**src/rtl/tok_pipe_pkg.sv**
```systemverilog
package tok_pipe_pkg;
  localparam int TOK_ID_W = 8;

  typedef struct packed {
    logic                valid;
    logic [TOK_ID_W-1:0] id;
  } token_t;
endpackage

```
**src/rtl/pt_exec_unit.sv**
```systemverilog
module pt_exec_unit
  import tok_pipe_pkg::*;
#(
  parameter int LAT = 2
) (
  input  logic   clk,
  input  logic   rst,
  input  logic   load,
  input  token_t tin,
  output token_t hold,
  output logic   done,
  output logic   ready
);
  localparam int PH_W = (LAT > 1) ? $clog2(LAT) : 1;

  logic [PH_W-1:0] phase;

  assign done  = hold.valid && (phase == PH_W'(LAT - 1));
  assign ready = !hold.valid || done;

  always_ff @(posedge clk) begin
    if (rst) begin
      hold  <= '0;
      phase <= '0;
    end else if (load) begin
      hold  <= tin;
      phase <= '0;
    end else if (done) begin
      hold.valid <= 1'b0;
    end else if (hold.valid) begin
      phase <= phase + 1'b1;
    end
  end

  // a token not yet finished stays in the unit unchanged
  a_r3_unit_holds: assert property (@(posedge clk) disable iff (rst)
    hold.valid && !done |=> hold.valid && $stable(hold.id));
endmodule

```
**src/rtl/pt_exec_cluster.sv**
```systemverilog
module pt_exec_cluster
  import tok_pipe_pkg::*;
#(
  parameter int LAT   = 2,
  parameter int UNITS = 2
) (
  input  logic   clk,
  input  logic   rst,
  input  logic   dual,
  input  token_t tin,
  output logic   ready,
  output token_t tout,
  output logic   busy
);
  localparam int PW = (UNITS > 1) ? $clog2(UNITS) : 1;

  logic [UNITS-1:0] u_done, u_ready, u_load, u_busy;
  token_t           u_hold [UNITS];
  logic [PW-1:0]    ptr, target;

  assign target = dual ? ptr : '0;
  assign ready  = u_ready[target];

  genvar u;
  generate
    for (u = 0; u < UNITS; u++) begin : g_unit
      assign u_load[u] = tin.valid && ready && (target == PW'(u));
      assign u_busy[u] = u_hold[u].valid;
      pt_exec_unit #(.LAT(LAT)) unit_i (
        .clk  (clk),
        .rst  (rst),
        .load (u_load[u]),
        .tin  (tin),
        .hold (u_hold[u]),
        .done (u_done[u]),
        .ready(u_ready[u])
      );
    end
  endgenerate

  assign busy = |u_busy;

  always_comb begin
    tout = '0;
    for (int k = 0; k < UNITS; k++) begin
      if (u_done[k]) tout = u_hold[k];
    end
  end

  always_ff @(posedge clk) begin
    if (rst || !dual) begin
      ptr <= '0;
    end else if (tin.valid && ready) begin
      ptr <= (ptr == PW'(UNITS - 1)) ? '0 : ptr + 1'b1;
    end
  end

  // units never finish together, so retire order is the dispatch order
  a_r6_one_finish: assert property (@(posedge clk) disable iff (rst)
    $countones(u_done) <= 1);

  // single-unit mode never dispatches to a second unit
  a_r5_single_uses_first: assert property (@(posedge clk) disable iff (rst)
    !dual && tin.valid && ready |=> u_busy[0]);
endmodule

```
**src/rtl/pt_cycle_meter.sv**
```systemverilog
module pt_cycle_meter #(
  parameter int STAGES = 6,
  parameter int CNT_W  = 16
) (
  input  logic              clk,
  input  logic              rst,
  input  logic [STAGES-1:0] occ,
  output logic [CNT_W-1:0]  count
);
  always_ff @(posedge clk) begin
    if (rst)       count <= '0;
    else if (|occ) count <= count + 1'b1;
  end
endmodule

```
**src/rtl/tok_pipe_timing.sv**
```systemverilog
module tok_pipe_timing
  import tok_pipe_pkg::*;
#(
  parameter int FRONT = 3,
  parameter int BACK  = 2,
  parameter int LAT   = 2,
  parameter int UNITS = 2,
  parameter int CNT_W = 16,
  localparam int STAGES = FRONT + 1 + BACK
) (
  input  logic                clk,
  input  logic                rst,
  input  logic                dual_mode,
  input  logic                feed_valid,
  input  logic [TOK_ID_W-1:0] feed_id,
  output logic                feed_ready,
  output logic [STAGES-1:0]   occupancy,
  output logic                retire_valid,
  output logic [TOK_ID_W-1:0] retire_id,
  output logic [CNT_W-1:0]    cycle_count
);
  token_t           st   [FRONT];
  token_t           bk   [BACK];
  logic [FRONT-1:0] mv;
  token_t           feed_tok, ex_out;
  logic             ex_ready, ex_busy;

  assign feed_tok = '{valid: feed_valid, id: feed_id};

  genvar i;
  generate
    for (i = 0; i < FRONT; i++) begin : g_front
      token_t up;
      logic   leave;
      if (i == 0) begin : g_in
        assign up = feed_tok;
      end else begin : g_mid
        assign up = st[i-1];
      end
      if (i == FRONT - 1) begin : g_last
        assign leave = ex_ready;
      end else begin : g_pass
        assign leave = mv[i+1];
      end
      assign mv[i] = !st[i].valid || leave;
      always_ff @(posedge clk) begin
        if (rst)        st[i] <= '0;
        else if (mv[i]) st[i] <= up;
      end
      assign occupancy[i] = st[i].valid;
    end

    for (i = 0; i < BACK; i++) begin : g_back
      always_ff @(posedge clk) begin
        if (rst)         bk[i] <= '0;
        else if (i == 0) bk[i] <= ex_out;
        else             bk[i] <= bk[i-1];
      end
      assign occupancy[FRONT+1+i] = bk[i].valid;
    end
  endgenerate

  pt_exec_cluster #(.LAT(LAT), .UNITS(UNITS)) exec_i (
    .clk  (clk),
    .rst  (rst),
    .dual (dual_mode),
    .tin  (st[FRONT-1]),
    .ready(ex_ready),
    .tout (ex_out),
    .busy (ex_busy)
  );

  assign occupancy[FRONT] = ex_busy;
  assign feed_ready       = mv[0];
  assign retire_valid     = bk[BACK-1].valid;
  assign retire_id        = bk[BACK-1].id;

  pt_cycle_meter #(.STAGES(STAGES), .CNT_W(CNT_W)) meter_i (
    .clk  (clk),
    .rst  (rst),
    .occ  (occupancy),
    .count(cycle_count)
  );

  // an accepted token appears in S1 with its ID
  a_r2_entry: assert property (@(posedge clk) disable iff (rst)
    feed_valid && feed_ready |=> occupancy[0] && (st[0].id == $past(feed_id)));

  // a token waiting on a busy execute stage stays put
  a_r4_stall_hold: assert property (@(posedge clk) disable iff (rst)
    st[FRONT-1].valid && !ex_ready |=> st[FRONT-1].valid && $stable(st[FRONT-1].id));

  // the counter advances while occupied and holds while empty
  a_r7_count_busy: assert property (@(posedge clk) disable iff (rst)
    (|occupancy) |=> cycle_count == $past(cycle_count) + 1'b1);
  a_r7_count_idle: assert property (@(posedge clk) disable iff (rst)
    (occupancy == '0) |=> $stable(cycle_count));
endmodule

```
**config.mk**
```make
export PLATFORM = sky130hd
export DESIGN_NAME = tok_pipe_timing
export DESIGN_NICKNAME = d
export VERILOG_FILES = /design/src/rtl/tok_pipe_pkg.sv /design/src/rtl/pt_exec_unit.sv /design/src/rtl/pt_exec_cluster.sv /design/src/rtl/pt_cycle_meter.sv /design/src/rtl/tok_pipe_timing.sv
export SDC_FILE = /design/constraint.sdc
export NUM_CORES = 1
export LEC_CHECK = 0
export CAP_MARGIN = 10
export CORE_ASPECT_RATIO = 1.2
export CORE_MARGIN = 10
export CORE_UTILIZATION = 49
export DETAILED_ROUTE_END_ITERATION = 7
export PLACE_DENSITY = 0.75
export SETUP_SLACK_MARGIN = 0.1
export SLEW_MARGIN = 20
export SYNTH_ARGS = -nofsm -noshare
export SYNTH_HDL_FRONTEND = slang
export SYNTH_SLANG_ARGS = --single-unit
```
**constraint.sdc**
```tcl
create_clock -name clk -period 1.5 [get_ports clk]
set_input_delay 0.3 -clock clk [delete_from_list [all_inputs] [get_ports clk]]
set_output_delay 0.3 -clock clk [all_outputs]
set_load 0.05 [all_outputs]
```
==> results of run 1 <==
-- what timing repair did --
item	in CTS	in global routing
gates resized for setup	38	52
pin swaps	35	32
setup endpoints to repair	81	95
setup buffers	11	11
cloned	4	4
-- per-layer routing --
metal | part of all wire | track usage | routed length, µm | vias up
li1 | - | - | - | 1240
met1 | 0.38 | 0.166 | 3420 | 1359
met2 | 0.55 | 0.269 | 5010 | 89
met3 | 0.050 | 0.0416 | 458 | 21
met4 | 0.023 | 0.0761 | 209 | 0
met5 | 0 | 0 | 0 | -
-- final cells by class --
| cell class | instances | area (µm²) |
|---|---|---|
| sequential | 82 | 1960 |
| multi-input combinational | 192 | 1520 |
| timing repair buffer | 97 | 1310 |
| fill | 351 | 1250 |
| clock buffer | 10 | 149 |
| tap | 85 | 106 |
| clock inverter | 6 | 76.3 |
| inverter | 5 | 21.3 |
-- worst max-delay path by stage --
stage                             to                            start  depth (start not counted)
after floorplan             st[0][0]  exec_i.g_unit[0].unit_i.hold[8]                          4
after global placement      st[0][2]                        dual_mode                          5
after detailed placement    st[0][7]                        dual_mode                          5
after CTS                 feed_ready  exec_i.g_unit[0].unit_i.hold[8]                          4
after global routing      feed_ready  exec_i.g_unit[0].unit_i.hold[8]                          4
final                     feed_ready  exec_i.g_unit[0].unit_i.hold[8]                          4
-- state kept, by name, indices dropped and copies added (netlist names) --
name	count
meter_i.count	16
bk	18
exec_i.ptr	1
st	27
exec_i.g_unit.unit_i.hold	18
exec_i.g_unit.unit_i.phase	2
-- report_power, final --
| group | internal (µW) | switching [µW] |
|---|---|---|
| Sequential | 2310 | 31.0 |
| Clock | 907 | 906 |
| Combinational | 195 | 198 |
-- critical path: stages, from the launching register on --
cell and delay (ns):
sky130_fd_sc_hd__dfxtp_2 0.34, sky130_fd_sc_hd__or2b_4 0.29, sky130_fd_sc_hd__mux2i_4 0.17, sky130_fd_sc_hd__nand4_1 0.17, sky130_fd_sc_hd__buf_6 0.20
-- stage by stage --
| stage | hold slack (ns) | util | setup WS [ns] |
|---|---|---|---|
| finish | 0.414 | 0.804 | -0.329 |
| global route | 0.423 | 0.804 | -0.377 |
| CTS | 0.445 | 0.756 | -0.300 |
| detailed placement | 0.423 | 0.673 | -0.603 |
| global placement | 0.417 | 0.673 | -0.517 |
| floorplan | 0.414 | - | -0.631 |
-- kinds of logic after synthesis --
| kind of cell | synth area share |
|---|---|
| AOI/OAI and AO/OA | 0.0828 |
| xor gates and xnor gates | 0.0164 |
| adders and majority gates | 0.00391 |
| buffers and inverters | 0.0379 |
| DFF | 0.597 |
| muxes | 0.0570 |
| and+or+nand+nor | 0.205 |
-- placed cells by master, fill, tap and decap left out, types with 9 or more instances in the layout --
cell	count
sky130_fd_sc_hd__dfxtp_1	37
sky130_fd_sc_hd__buf_12	36
sky130_fd_sc_hd__buf_4	32
sky130_fd_sc_hd__edfxtp_1	27
sky130_fd_sc_hd__nor2_1	24
sky130_fd_sc_hd__a21oi_1	16
sky130_fd_sc_hd__mux2i_1	15
sky130_fd_sc_hd__nand2_1	15
sky130_fd_sc_hd__and2_1	14
sky130_fd_sc_hd__and2_4	13
sky130_fd_sc_hd__nand3_1	13
sky130_fd_sc_hd__buf_6	12
sky130_fd_sc_hd__dfxtp_4	11
sky130_fd_sc_hd__nor2b_1	9
sky130_fd_sc_hd__clkbuf_8	9
sky130_fd_sc_hd__clkdlybuf4s50_1	9
==> flow_results.xml, run 1 <==
<?xml version="1.0" encoding="UTF-8"?>
<metrics>
  <group name="power">
    <metric name="total_leakage_power" unit="µW">0.00204</metric>
    <metric name="ir_worst_vdd" unit="µV">911</metric>
    <metric name="power" unit="µW">4550</metric>
    <metric name="power.density" unit="nW/µm²">883</metric>
  </group>
  <group name="sta">
    <metric name="fin_worst_skew" unit="ns">0.0106</metric>
    <metric name="max_clock_freq" unit="MHz">547</metric>
    <metric name="rsz0062_at_grt" unit="">yes</metric>
    <metric name="setup-violations-final" unit="">78</metric>
    <metric name="final_number_of_max_transition_violations" unit="">0</metric>
    <metric name="slew_headroom" unit="">0.706</metric>
    <metric name="fin_setup_tns" unit="ns">-12.89</metric>
    <metric name="final_min_period_over_clock_period" unit="">1.22</metric>
    <metric name="post-route-min-period" unit="ns">1.83</metric>
    <metric name="post-route-worst-setup-slack" unit="ns">-0.329</metric>
    <metric name="worstMarginPinSlew" unit="ns">0.441</metric>
    <metric name="report.final.hold_viol_count" unit="">0</metric>
  </group>
  <group name="cells_and_area">
    <metric name="fraction_of_final_layout_cells_sized_beyond_drive_strength_1" unit="">0.457</metric>
    <metric name="synthToLayoutAreaGrowth" unit="%">60.8</metric>
    <metric name="fin_area" unit="µm²">5150</metric>
    <metric name="stdcell_count" unit="">477</metric>
    <metric name="antenna_cells" unit="">0</metric>
    <metric name="nets" unit="">400</metric>
  </group>
  <group name="placed_design">
    <metric name="place_area" unit="µm²">4310</metric>
    <metric name="dp_hpwl" unit="mm">4.54</metric>
    <metric name="numPortBuffers" unit="">43</metric>
    <metric name="numPlacedInstances" unit="">435</metric>
    <metric name="gp_congestion" unit="">0.831</metric>
  </group>
  <group name="die">
    <metric name="io_pins" unit="">44</metric>
    <metric name="dieArea" unit="µm²">10200</metric>
    <metric name="die_x" unit="µm">93.8</metric>
    <metric name="core_area" unit="µm²">6410</metric>
    <metric name="std_cell_rows" unit="">32</metric>
    <metric name="starting_density" unit="">0.500</metric>
    <metric name="die_height" unit="µm">109</metric>
  </group>
  <group name="worst_setup_path">
    <metric name="cp_data_arrival_time" unit="ns">1.53</metric>
    <metric name="critical_path_peak_fanout" unit="">2</metric>
    <metric name="r2r.worst_path.cells" unit="">7</metric>
    <metric name="kind_of_start_point_of_the_critical_path" unit="">register</metric>
    <metric name="timing.critical_path.required" unit="ns">1.20</metric>
    <metric name="worst_reg2reg_endpoint" unit="">meter_i.count[6]</metric>
    <metric name="cp-end-kind" unit="">output port</metric>
    <metric name="setup.worst_path.class" unit="">register to output port</metric>
    <metric name="reg2reg_slack" unit="ns">-0.28</metric>
    <metric name="r2r-start" unit="">exec_i.g_unit[0].unit_i.hold[8]</metric>
  </group>
  <group name="yosys">
    <metric name="synth-seq-area-share" unit="">0.597</metric>
    <metric name="async_reset_ff_frac" unit="">0</metric>
    <metric name="yosysWarningCount" unit="">0</metric>
    <metric name="synth.cell_area" unit="µm²">3200</metric>
    <metric name="dominantRegCellSynth" unit="">sky130_fd_sc_hd__dfxtp_1</metric>
    <metric name="synth_cells" unit="">293</metric>
    <metric name="synth.net_count" unit="">306</metric>
    <metric name="yosysMostFrequentCell" unit="">sky130_fd_sc_hd__dfxtp_1</metric>
    <metric name="synthDominantAreaCellType" unit="">sky130_fd_sc_hd__dfxtp_1</metric>
    <metric name="synth.top_cells.by_count" unit="">sky130_fd_sc_hd__dfxtp_1 (55), sky130_fd_sc_hd__and2_1 (27), sky130_fd_sc_hd__edfxtp_1 (27)</metric>
    <metric name="synth.area.top_cells" unit="">sky130_fd_sc_hd__dfxtp_1 (34%), sky130_fd_sc_hd__edfxtp_1 (25%), sky130_fd_sc_hd__and2_1 (5.3%), sky130_fd_sc_hd__mux2i_1 (5.0%), sky130_fd_sc_hd__a21oi_1 (3.4%)</metric>
    <metric name="syn-mean-instance-area" unit="µm²">10.9</metric>
    <metric name="yosys.area.top_type_share" unit="">0.344</metric>
    <metric name="synth-seq-cells" unit="">82</metric>
    <metric name="synth.distinct_cells" unit="">38</metric>
    <metric name="synth_edf_count" unit="">27</metric>
  </group>
  <group name="worst_hold_path">
    <metric name="hold_end" unit="">exec_i.ptr</metric>
    <metric name="hp-start" unit="">dual_mode</metric>
    <metric name="hold_class" unit="">input pin to register</metric>
    <metric name="timing.hold.worst_path_depth" unit="">4</metric>
  </group>
  <group name="drt">
    <metric name="final_antenna_net_count" unit="">0</metric>
    <metric name="wire_per_inst" unit="µm">19.1</metric>
    <metric name="detail_route.iter0.violations" unit="">160</metric>
    <metric name="routed_wl" unit="mm">9.09</metric>
    <metric name="route.vias.total" unit="">2709</metric>
    <metric name="remaining_drc_errors" unit="">0</metric>
    <metric name="vias_per_cell" unit="">5.68</metric>
    <metric name="drt_first_pass_iters" unit="">4</metric>
  </group>
  <group name="cts">
    <metric name="clock_latency_at_the_later_pin_of_the_worst_skew_pair" unit="ns">0.36</metric>
    <metric name="tritoncts" unit="">built</metric>
    <metric name="clkSlewWorstSetupHoldPaths" unit="ns">0.09</metric>
    <metric name="clock_buffer_count_from_cts" unit="">9</metric>
    <metric name="cts_hold_buffers" unit="">0</metric>
    <metric name="cts_root_buffer" unit="">sky130_fd_sc_hd__clkbuf_8</metric>
    <metric name="clock_tree.htree_level_count" unit="">3</metric>
    <metric name="cts.sinks" unit="">82</metric>
    <metric name="cts.path.max_buffers" unit="">2</metric>
  </group>
  <group name="grt">
    <metric name="antenna_found_initial" unit="">0</metric>
    <metric name="maximum_number_of_pins_on_one_net_before_global_route_repair" unit="">27</metric>
    <metric name="vias_in_the_first_global_route" unit="">2646</metric>
    <metric name="grt_use_total" unit="">0.153</metric>
    <metric name="grt_remaining_overflow" unit="">0</metric>
    <metric name="grt_pass1_wl" unit="mm">12.4</metric>
  </group>
  <group name="status">
    <metric name="run_status" unit="">finished, violations left</metric>
    <metric name="violations" unit="">negative setup slack</metric>
  </group>
  <group name="job">
    <metric name="maxCapViolations" unit="">0</metric>
  </group>
</metrics>
Note: power is estimated with default switching activity, not from simulation.
==> run 2: changes to the inputs <==
--- a/config.mk
+++ b/config.mk
@@ -8,9 +8,9 @@
 export CAP_MARGIN = 10
 export CORE_ASPECT_RATIO = 1.2
 export CORE_MARGIN = 10
-export CORE_UTILIZATION = 49
+export CORE_UTILIZATION = 40
 export DETAILED_ROUTE_END_ITERATION = 7
-export PLACE_DENSITY = 0.75
+export PLACE_DENSITY = 0.72
 export SETUP_SLACK_MARGIN = 0.1
 export SLEW_MARGIN = 20
 export SYNTH_ARGS = -nofsm -noshare
==> constraint.sdc (replaced) <==
create_clock -name clk -period 1.5 [get_ports clk]
set_input_delay 0.225 -clock clk [delete_from_list [all_inputs] [get_ports clk]]
set_output_delay 0.225 -clock clk [all_outputs]
set_load 0.05 [all_outputs]
==> run 2 against run 1 <==
The flow still finishes with violations (negative setup slack). Design area fell by 10%. Final cell count fell by 1.9%. Utilization fell by 21 points. Setup slack improved by 0.13 ns. Fmax rose by 7.7%. Combinational power fell by 16%. Die area rose by 18%. Worst hold slack improved by 0.024 ns. Register-to-register slack improved by 0.09 ns. Clock-buffer cell count did not move. Largest cell class unchanged. Highest routed layer unchanged.
==> flow_results.xml, run 2 (synthesis results as in run 1) <==
<?xml version="1.0" encoding="UTF-8"?>
<metrics>
  <group name="status">
    <metric name="run_status" unit="">finished, violations left</metric>
    <metric name="violations" unit="">negative setup slack</metric>
  </group>
  <group name="worst_hold_path">
    <metric name="hold_class" unit="">register to register</metric>
    <metric name="timing.hold.worst_path_depth" unit="">1</metric>
  </group>
  <group name="drt">
    <metric name="drt_first_pass_iters" unit="">4</metric>
    <metric name="final_antenna_net_count" unit="">0</metric>
    <metric name="route.vias.total" unit="">2427</metric>
    <metric name="detail_route.iter0.violations" unit="">64</metric>
    <metric name="remaining_drc_errors" unit="">0</metric>
    <metric name="wire_per_inst" unit="µm">14.7</metric>
    <metric name="routed_wl" unit="mm">6.88</metric>
    <metric name="vias_per_cell" unit="">5.19</metric>
  </group>
  <group name="grt">
    <metric name="antenna_found_initial" unit="">0</metric>
    <metric name="vias_in_the_first_global_route" unit="">2345</metric>
    <metric name="maximum_number_of_pins_on_one_net_before_global_route_repair" unit="">18</metric>
    <metric name="grt_pass1_wl" unit="mm">10.9</metric>
    <metric name="grt_remaining_overflow" unit="">0</metric>
    <metric name="grt_use_total" unit="">0.112</metric>
  </group>
  <group name="placed_design">
    <metric name="numPortBuffers" unit="">43</metric>
    <metric name="gp_congestion" unit="">0.800</metric>
    <metric name="dp_hpwl" unit="mm">4.52</metric>
  </group>
  <group name="sta">
    <metric name="final_min_period_over_clock_period" unit="">1.13</metric>
    <metric name="report.final.hold_viol_count" unit="">0</metric>
    <metric name="max_clock_freq" unit="MHz">589</metric>
    <metric name="post-route-min-period" unit="ns">1.70</metric>
    <metric name="rsz0062_at_grt" unit="">yes</metric>
    <metric name="final_number_of_max_transition_violations" unit="">0</metric>
    <metric name="slew_headroom" unit="">0.643</metric>
    <metric name="worstMarginPinSlew" unit="ns">0.533</metric>
    <metric name="fin_worst_skew" unit="ns">0.0126</metric>
    <metric name="setup-violations-final" unit="">42</metric>
    <metric name="finalHoldWorstSlack" unit="ns">0.438</metric>
    <metric name="fin_setup_tns" unit="ns">-4.33</metric>
    <metric name="post-route-worst-setup-slack" unit="ns">-0.197</metric>
  </group>
  <group name="die">
    <metric name="dieArea" unit="µm²">12000</metric>
    <metric name="std_cell_rows" unit="">35</metric>
    <metric name="starting_density" unit="">0.413</metric>
    <metric name="core_area" unit="µm²">7750</metric>
    <metric name="io_pins" unit="">44</metric>
    <metric name="die_height" unit="µm">118</metric>
    <metric name="die_x" unit="µm">102</metric>
  </group>
  <group name="cells_and_area">
    <metric name="fraction_of_final_layout_cells_sized_beyond_drive_strength_1" unit="">0.354</metric>
    <metric name="antenna_cells" unit="">0</metric>
    <metric name="layout.cells.most_common" unit="">sky130_fd_sc_hd__buf_4</metric>
    <metric name="biggest_register" unit="">st</metric>
    <metric name="final_core_utilization" unit="">0.596</metric>
    <metric name="nets" unit="">384</metric>
    <metric name="synthToLayoutAreaGrowth" unit="%">44.2</metric>
    <metric name="reg_top3" unit="">st: 27 flops, bk: 18 flops, exec_i.g_unit.unit_i.hold: 18 flops</metric>
    <metric name="most-common-layout-cells" unit="">sky130_fd_sc_hd__buf_4 (45), sky130_fd_sc_hd__dfxtp_1 (38), sky130_fd_sc_hd__edfxtp_1 (27), sky130_fd_sc_hd__and2_1 (25), sky130_fd_sc_hd__nor2_1 (24)</metric>
    <metric name="largest_reg_flops" unit="">27</metric>
  </group>
  <group name="cts">
    <metric name="clock_tree.htree_level_count" unit="">3</metric>
    <metric name="cts.path.max_buffers" unit="">2</metric>
    <metric name="cts_root_buffer" unit="">sky130_fd_sc_hd__clkbuf_8</metric>
    <metric name="clkSlewWorstSetupHoldPaths" unit="ns">0.08</metric>
    <metric name="clock_latency_at_the_later_pin_of_the_worst_skew_pair" unit="ns">0.35</metric>
    <metric name="clock_buffer_count_from_cts" unit="">9</metric>
    <metric name="cts_hold_buffers" unit="">0</metric>
    <metric name="tritoncts" unit="">built</metric>
    <metric name="cts.sinks" unit="">82</metric>
  </group>
  <group name="worst_setup_path">
    <metric name="kind_of_start_point_of_the_critical_path" unit="">register</metric>
    <metric name="cp_data_arrival_time" unit="ns">1.47</metric>
    <metric name="critical_path_peak_fanout" unit="">3</metric>
    <metric name="setup.worst_path.class" unit="">register to output port</metric>
    <metric name="timing.critical_path.required" unit="ns">1.27</metric>
    <metric name="cp-end-kind" unit="">output port</metric>
    <metric name="r2r.worst_path.cells" unit="">6</metric>
  </group>
  <group name="power">
    <metric name="power.density" unit="nW/µm²">956</metric>
    <metric name="ir_worst_vdd" unit="µV">626</metric>
    <metric name="total_leakage_power" unit="µW">0.00183</metric>
    <metric name="power" unit="µW">4410</metric>
  </group>
  <group name="job">
    <metric name="maxCapViolations" unit="">0</metric>
  </group>
</metrics>
[run 2: changes by cell type in the layout (fill, tap and decap cells not counted), sizes merged, moves of 2 or more]
cell / change
clkdlybuf4s50: +2
clkinv: +3
inv: -4
buf: -12
clkbuf: -3
[run 2: cell type report]
class	instances	area [µm²]
clock buffers	10	128
inverters	5	18.8
clock inverters	6	90.1
flip-flops and latches	82	1960
repair buffers	83	913
fillers	620	3130
well taps	92	115
multi-input cells	190	1390
[run 2: path summary, 6_finish.rpt]
path	end	start	slack (ns)
max reg2reg	meter_i.count[12]	exec_i.g_unit[0].unit_i.hold[8]	-0.19
min	bk[1][1]	bk[0][1]	0.44
min reg2reg	bk[1][1]	bk[0][1]	0.44
max	feed_ready	exec_i.g_unit[0].unit_i.hold[8]	-0.20
[run 2: layer usage]
layer	part of all wire	wire length (µm)	track usage	up-vias
met2	0.51	3490	0.180	71
met1	0.41	2810	0.129	1148
met3	0.065	450	0.0388	8
met5	0	0	0	-
met4	0.018	123	0.0529	0
li1	-	-	-	1200
[run 2: critical path, cell delays in order, from the launching register on]
cell,delay (ns)
sky130_fd_sc_hd__dfxtp_2,0.33
sky130_fd_sc_hd__or2b_4,0.28
sky130_fd_sc_hd__mux2i_4,0.15
sky130_fd_sc_hd__nand4_1,0.16
sky130_fd_sc_hd__buf_6,0.20
[run 2: through the flow]
stage          instance area [µm²]  setup slack (ns)  std cells
3_5_place_dp                  4100            -0.501        440
2_1_floorplan                 3290            -0.631        293
3_3_place_gp                  4100            -0.395        440
5_1_grt                       4620            -0.265        468
6_report                      4620            -0.197        468
4_1_cts                       4420            -0.216        463
[run 2: what timing repair did]
| item | in CTS | in global routing |
|---|---|---|
| hold endpoints to repair | 0 | 0 |
| endpoints found under the setup margin | 80 | 88 |
| cloned | 3 | 2 |
| pin swaps | 6 | 27 |
| setup buffers | 4 | 3 |
| resized for setup | 11 | 31 |
[run 2: power by group]
part	switching, µW	internal [µW]	leakage [µW]
sequential	28.3	2310	0.000777
clock	800	944	0.000108
combinational	168	164	0.000942
total	996	3420	0.00183
==> run 3: changes to the inputs <==
--- a/config.mk
+++ b/config.mk
@@ -7,10 +7,9 @@
 export LEC_CHECK = 0
 export CAP_MARGIN = 10
 export CORE_ASPECT_RATIO = 1.2
-export CORE_MARGIN = 10
-export CORE_UTILIZATION = 40
+export CORE_UTILIZATION = 35
 export DETAILED_ROUTE_END_ITERATION = 7
-export PLACE_DENSITY = 0.72
+export PLACE_DENSITY = 0.65
 export SETUP_SLACK_MARGIN = 0.1
 export SLEW_MARGIN = 20
 export SYNTH_ARGS = -nofsm -noshare
==> run 3 against run 2 <==
The run still ends with negative setup slack left. Design area up 1.9%. Non-clock buffer count up 3. Fmax shrank 6.0%.
==> flow_results.xml, run 3 (synthesis results as in run 1) <==
<?xml version="1.0" encoding="UTF-8"?>
<metrics>
  <group name="status">
    <metric name="run_status" unit="">finished, violations left</metric>
    <metric name="violations" unit="">negative setup slack</metric>
  </group>
  <group name="drt">
    <metric name="routed_wl" unit="mm">6.37</metric>
    <metric name="wire_per_inst" unit="µm">12.9</metric>
    <metric name="vias_per_cell" unit="">4.82</metric>
    <metric name="detail_route.iter0.violations" unit="">84</metric>
    <metric name="final_antenna_net_count" unit="">0</metric>
    <metric name="drt_first_pass_iters" unit="">4</metric>
    <metric name="route.vias.total" unit="">2384</metric>
    <metric name="remaining_drc_errors" unit="">0</metric>
  </group>
  <group name="cells_and_area">
    <metric name="nets" unit="">386</metric>
    <metric name="layout.cells.most_common" unit="">sky130_fd_sc_hd__buf_4</metric>
    <metric name="fin_area" unit="µm²">4710</metric>
    <metric name="stdcell_count" unit="">495</metric>
    <metric name="largest_reg_flops" unit="">27</metric>
    <metric name="reg_top3" unit="">st: 27 flops, bk: 18 flops, exec_i.g_unit.unit_i.hold: 18 flops</metric>
    <metric name="most-common-layout-cells" unit="">sky130_fd_sc_hd__buf_4 (45), sky130_fd_sc_hd__dfxtp_1 (37), sky130_fd_sc_hd__edfxtp_1 (27), sky130_fd_sc_hd__and2_1 (24), sky130_fd_sc_hd__nor2_1 (24)</metric>
    <metric name="sequential_cell_area" unit="µm²">1960</metric>
    <metric name="num-fill-cells" unit="">737</metric>
    <metric name="fraction_of_final_layout_cells_sized_beyond_drive_strength_1" unit="">0.397</metric>
    <metric name="synthToLayoutAreaGrowth" unit="%">46.9</metric>
    <metric name="multi_input_comb_area" unit="µm²">1430</metric>
    <metric name="antenna_cells" unit="">0</metric>
    <metric name="biggest_register" unit="">st</metric>
  </group>
  <group name="worst_hold_path">
    <metric name="hp-start" unit="">dual_mode</metric>
    <metric name="hold_class" unit="">input pin to register</metric>
  </group>
  <group name="grt">
    <metric name="grt_pass1_wl" unit="mm">10.8</metric>
    <metric name="grt_remaining_overflow" unit="">0</metric>
    <metric name="antenna_found_initial" unit="">0</metric>
    <metric name="maximum_number_of_pins_on_one_net_before_global_route_repair" unit="">20</metric>
    <metric name="vias_in_the_first_global_route" unit="">2309</metric>
    <metric name="grt_use_total" unit="">0.148</metric>
  </group>
  <group name="die">
    <metric name="starting_density" unit="">0.366</metric>
    <metric name="die_height" unit="µm">107</metric>
    <metric name="dieArea" unit="µm²">9540</metric>
    <metric name="io_pins" unit="">44</metric>
    <metric name="core_area" unit="µm²">8750</metric>
    <metric name="std_cell_rows" unit="">37</metric>
    <metric name="die_x" unit="µm">89.3</metric>
  </group>
  <group name="sta">
    <metric name="rsz0062_at_grt" unit="">yes</metric>
    <metric name="post-route-min-period" unit="ns">1.81</metric>
    <metric name="slew_headroom" unit="">0.727</metric>
    <metric name="report.final.hold_viol_count" unit="">0</metric>
    <metric name="fin_worst_skew" unit="ns">0.0125</metric>
    <metric name="worstMarginPinSlew" unit="ns">0.408</metric>
    <metric name="fin_setup_tns" unit="ns">-9.07</metric>
    <metric name="final_number_of_max_transition_violations" unit="">0</metric>
    <metric name="final_min_period_over_clock_period" unit="">1.20</metric>
    <metric name="post-route-worst-setup-slack" unit="ns">-0.305</metric>
    <metric name="setup-violations-final" unit="">69</metric>
    <metric name="max_clock_freq" unit="MHz">554</metric>
  </group>
  <group name="cts">
    <metric name="tritoncts" unit="">built</metric>
    <metric name="cts_root_buffer" unit="">sky130_fd_sc_hd__clkbuf_8</metric>
    <metric name="cts.path.max_buffers" unit="">2</metric>
    <metric name="cts_hold_buffers" unit="">0</metric>
    <metric name="cts.sinks" unit="">82</metric>
    <metric name="clock_tree.htree_level_count" unit="">3</metric>
    <metric name="clock_latency_at_the_later_pin_of_the_worst_skew_pair" unit="ns">0.36</metric>
    <metric name="clock_buffer_count_from_cts" unit="">9</metric>
    <metric name="clkSlewWorstSetupHoldPaths" unit="ns">0.09</metric>
  </group>
  <group name="worst_setup_path">
    <metric name="worst_reg2reg_endpoint" unit="">meter_i.count[6]</metric>
    <metric name="cp-end-kind" unit="">output port</metric>
    <metric name="count_of_buffering_cells_on_the_critical_path_with_inverters_included" unit="">2</metric>
    <metric name="reg2reg_slack" unit="ns">-0.19</metric>
    <metric name="critical_path_peak_fanout" unit="">3</metric>
    <metric name="timing.critical_path.required" unit="ns">1.27</metric>
    <metric name="cp-endpoint" unit="">feed_ready</metric>
    <metric name="worst_path_dominant_cell_family" unit="">simple AND/OR/NAND/NOR gates</metric>
    <metric name="setup.worst_path.start" unit="">exec_i.g_unit[0].unit_i.hold[8]</metric>
    <metric name="worstPathCellList" unit="">or2b_4, mux2i_4, nand4_1, buf_4, buf_6</metric>
    <metric name="critical_path.max_stage_delay" unit="ns">0.34</metric>
    <metric name="cp_data_arrival_time" unit="ns">1.58</metric>
    <metric name="r2r.worst_path.cells" unit="">6</metric>
    <metric name="setup.worst_path.class" unit="">register to output port</metric>
    <metric name="r2r-start" unit="">exec_i.g_unit[0].unit_i.hold[8]</metric>
    <metric name="slowest_stage" unit="">sky130_fd_sc_hd__dfxtp_2</metric>
    <metric name="worst-path-stages" unit="">5</metric>
    <metric name="kind_of_start_point_of_the_critical_path" unit="">register</metric>
  </group>
  <group name="placed_design">
    <metric name="dp_hpwl" unit="mm">3.95</metric>
    <metric name="gp_congestion" unit="">0.818</metric>
    <metric name="numPlacedInstances" unit="">466</metric>
    <metric name="place_area" unit="µm²">4120</metric>
    <metric name="numPortBuffers" unit="">43</metric>
  </group>
  <group name="power">
    <metric name="ir_worst_vdd" unit="µV">552</metric>
    <metric name="total_leakage_power" unit="µW">0.00188</metric>
    <metric name="power.density" unit="nW/µm²">927</metric>
  </group>
  <group name="job">
    <metric name="maxCapViolations" unit="">0</metric>
  </group>
</metrics>
==> run 3: cell types whose count changed in the layout (fill, tap and decap cells not counted), sizes merged <==
cell	previous run	this run
dlymetal6s2s	0	1
a41oi	2	1
clkinv	3	0
buf	72	75
clkdlybuf4s50	11	10
inv	6	10
bufinv	2	1
==> run 3: worst min-delay path by stage <==
| stage | endpoint | slack, ns | depth (start not counted) |
|---|---|---|---|
| floorplan | exec_i.ptr | 0.36 | 2 |
| detailed placement | bk[1][4] | 0.42 | 1 |
| global placement | bk[1][5] | 0.42 | 1 |
| finish | exec_i.ptr | 0.28 | 4 |
| global route | exec_i.ptr | 0.30 | 4 |
| CTS | bk[1][2] | 0.44 | 1 |
==> run 3: worst register-to-register path, delay by kind of cell (launching register included) <==
| family | cells | cell delay [ns] |
|---|---|---|
| flops | 1 | 0.33 |
| compound gates | 1 | 0.23 |
| buf+inv | 2 | 0.32 |
| simple gates | 2 | 0.57 |
| xor+xnor | 1 | 0.15 |
==> run 3: layout make-up <==
cell class / count / area share
sequential: 82 / 0.417
inverter: 5 / 0.00399
clock inverter: 6 / 0.0146
tap: 117 / 0.0311
clock buffer: 10 / 0.0292
multi-input combinational: 189 / 0.304
timing repair buffer: 86 / 0.200
==> run 3: repair_timing <==
item                                    4_1_cts  5_1_grt
buffers inserted                              6        3
gates cloned                                  3        1
endpoints found under the setup margin       72       89
resized for setup                            32       30
pin swaps                                    21       23
==> run 3: routing by layer <==
metal,vias to the layer above,global-route usage,share of wire
met3,13,0.0285,0.032
met2,49,0.229,0.50
met1,1122,0.194,0.44
li1,1200,-,-
met4,0,0.0782,0.023
met5,-,0,0
==> run 3: report_power, final <==
group          internal (µW)  switching (µW)  leakage [µW]
combinational            166             170      0.000998
sequential              2310            28.6      0.000777
clock                    835             851      0.000109
total                   3310            1050       0.00188
==> run 3: stage by stage <==
| stage | power (µW) | hold slack (ns) | util | worst slack (ns) |
|---|---|---|---|---|
| 3_3_place_gp | 2650 | 0.417 | 0.471 | -0.379 |
| 4_1_cts | 4370 | 0.440 | 0.521 | -0.303 |
| 6_report | 4360 | 0.279 | 0.538 | -0.305 |
| 3_5_place_dp | 2660 | 0.422 | 0.471 | -0.439 |
| 2_1_floorplan | 2540 | 0.355 | - | -0.631 |
| 5_1_grt | 4510 | 0.295 | 0.538 | -0.371 |
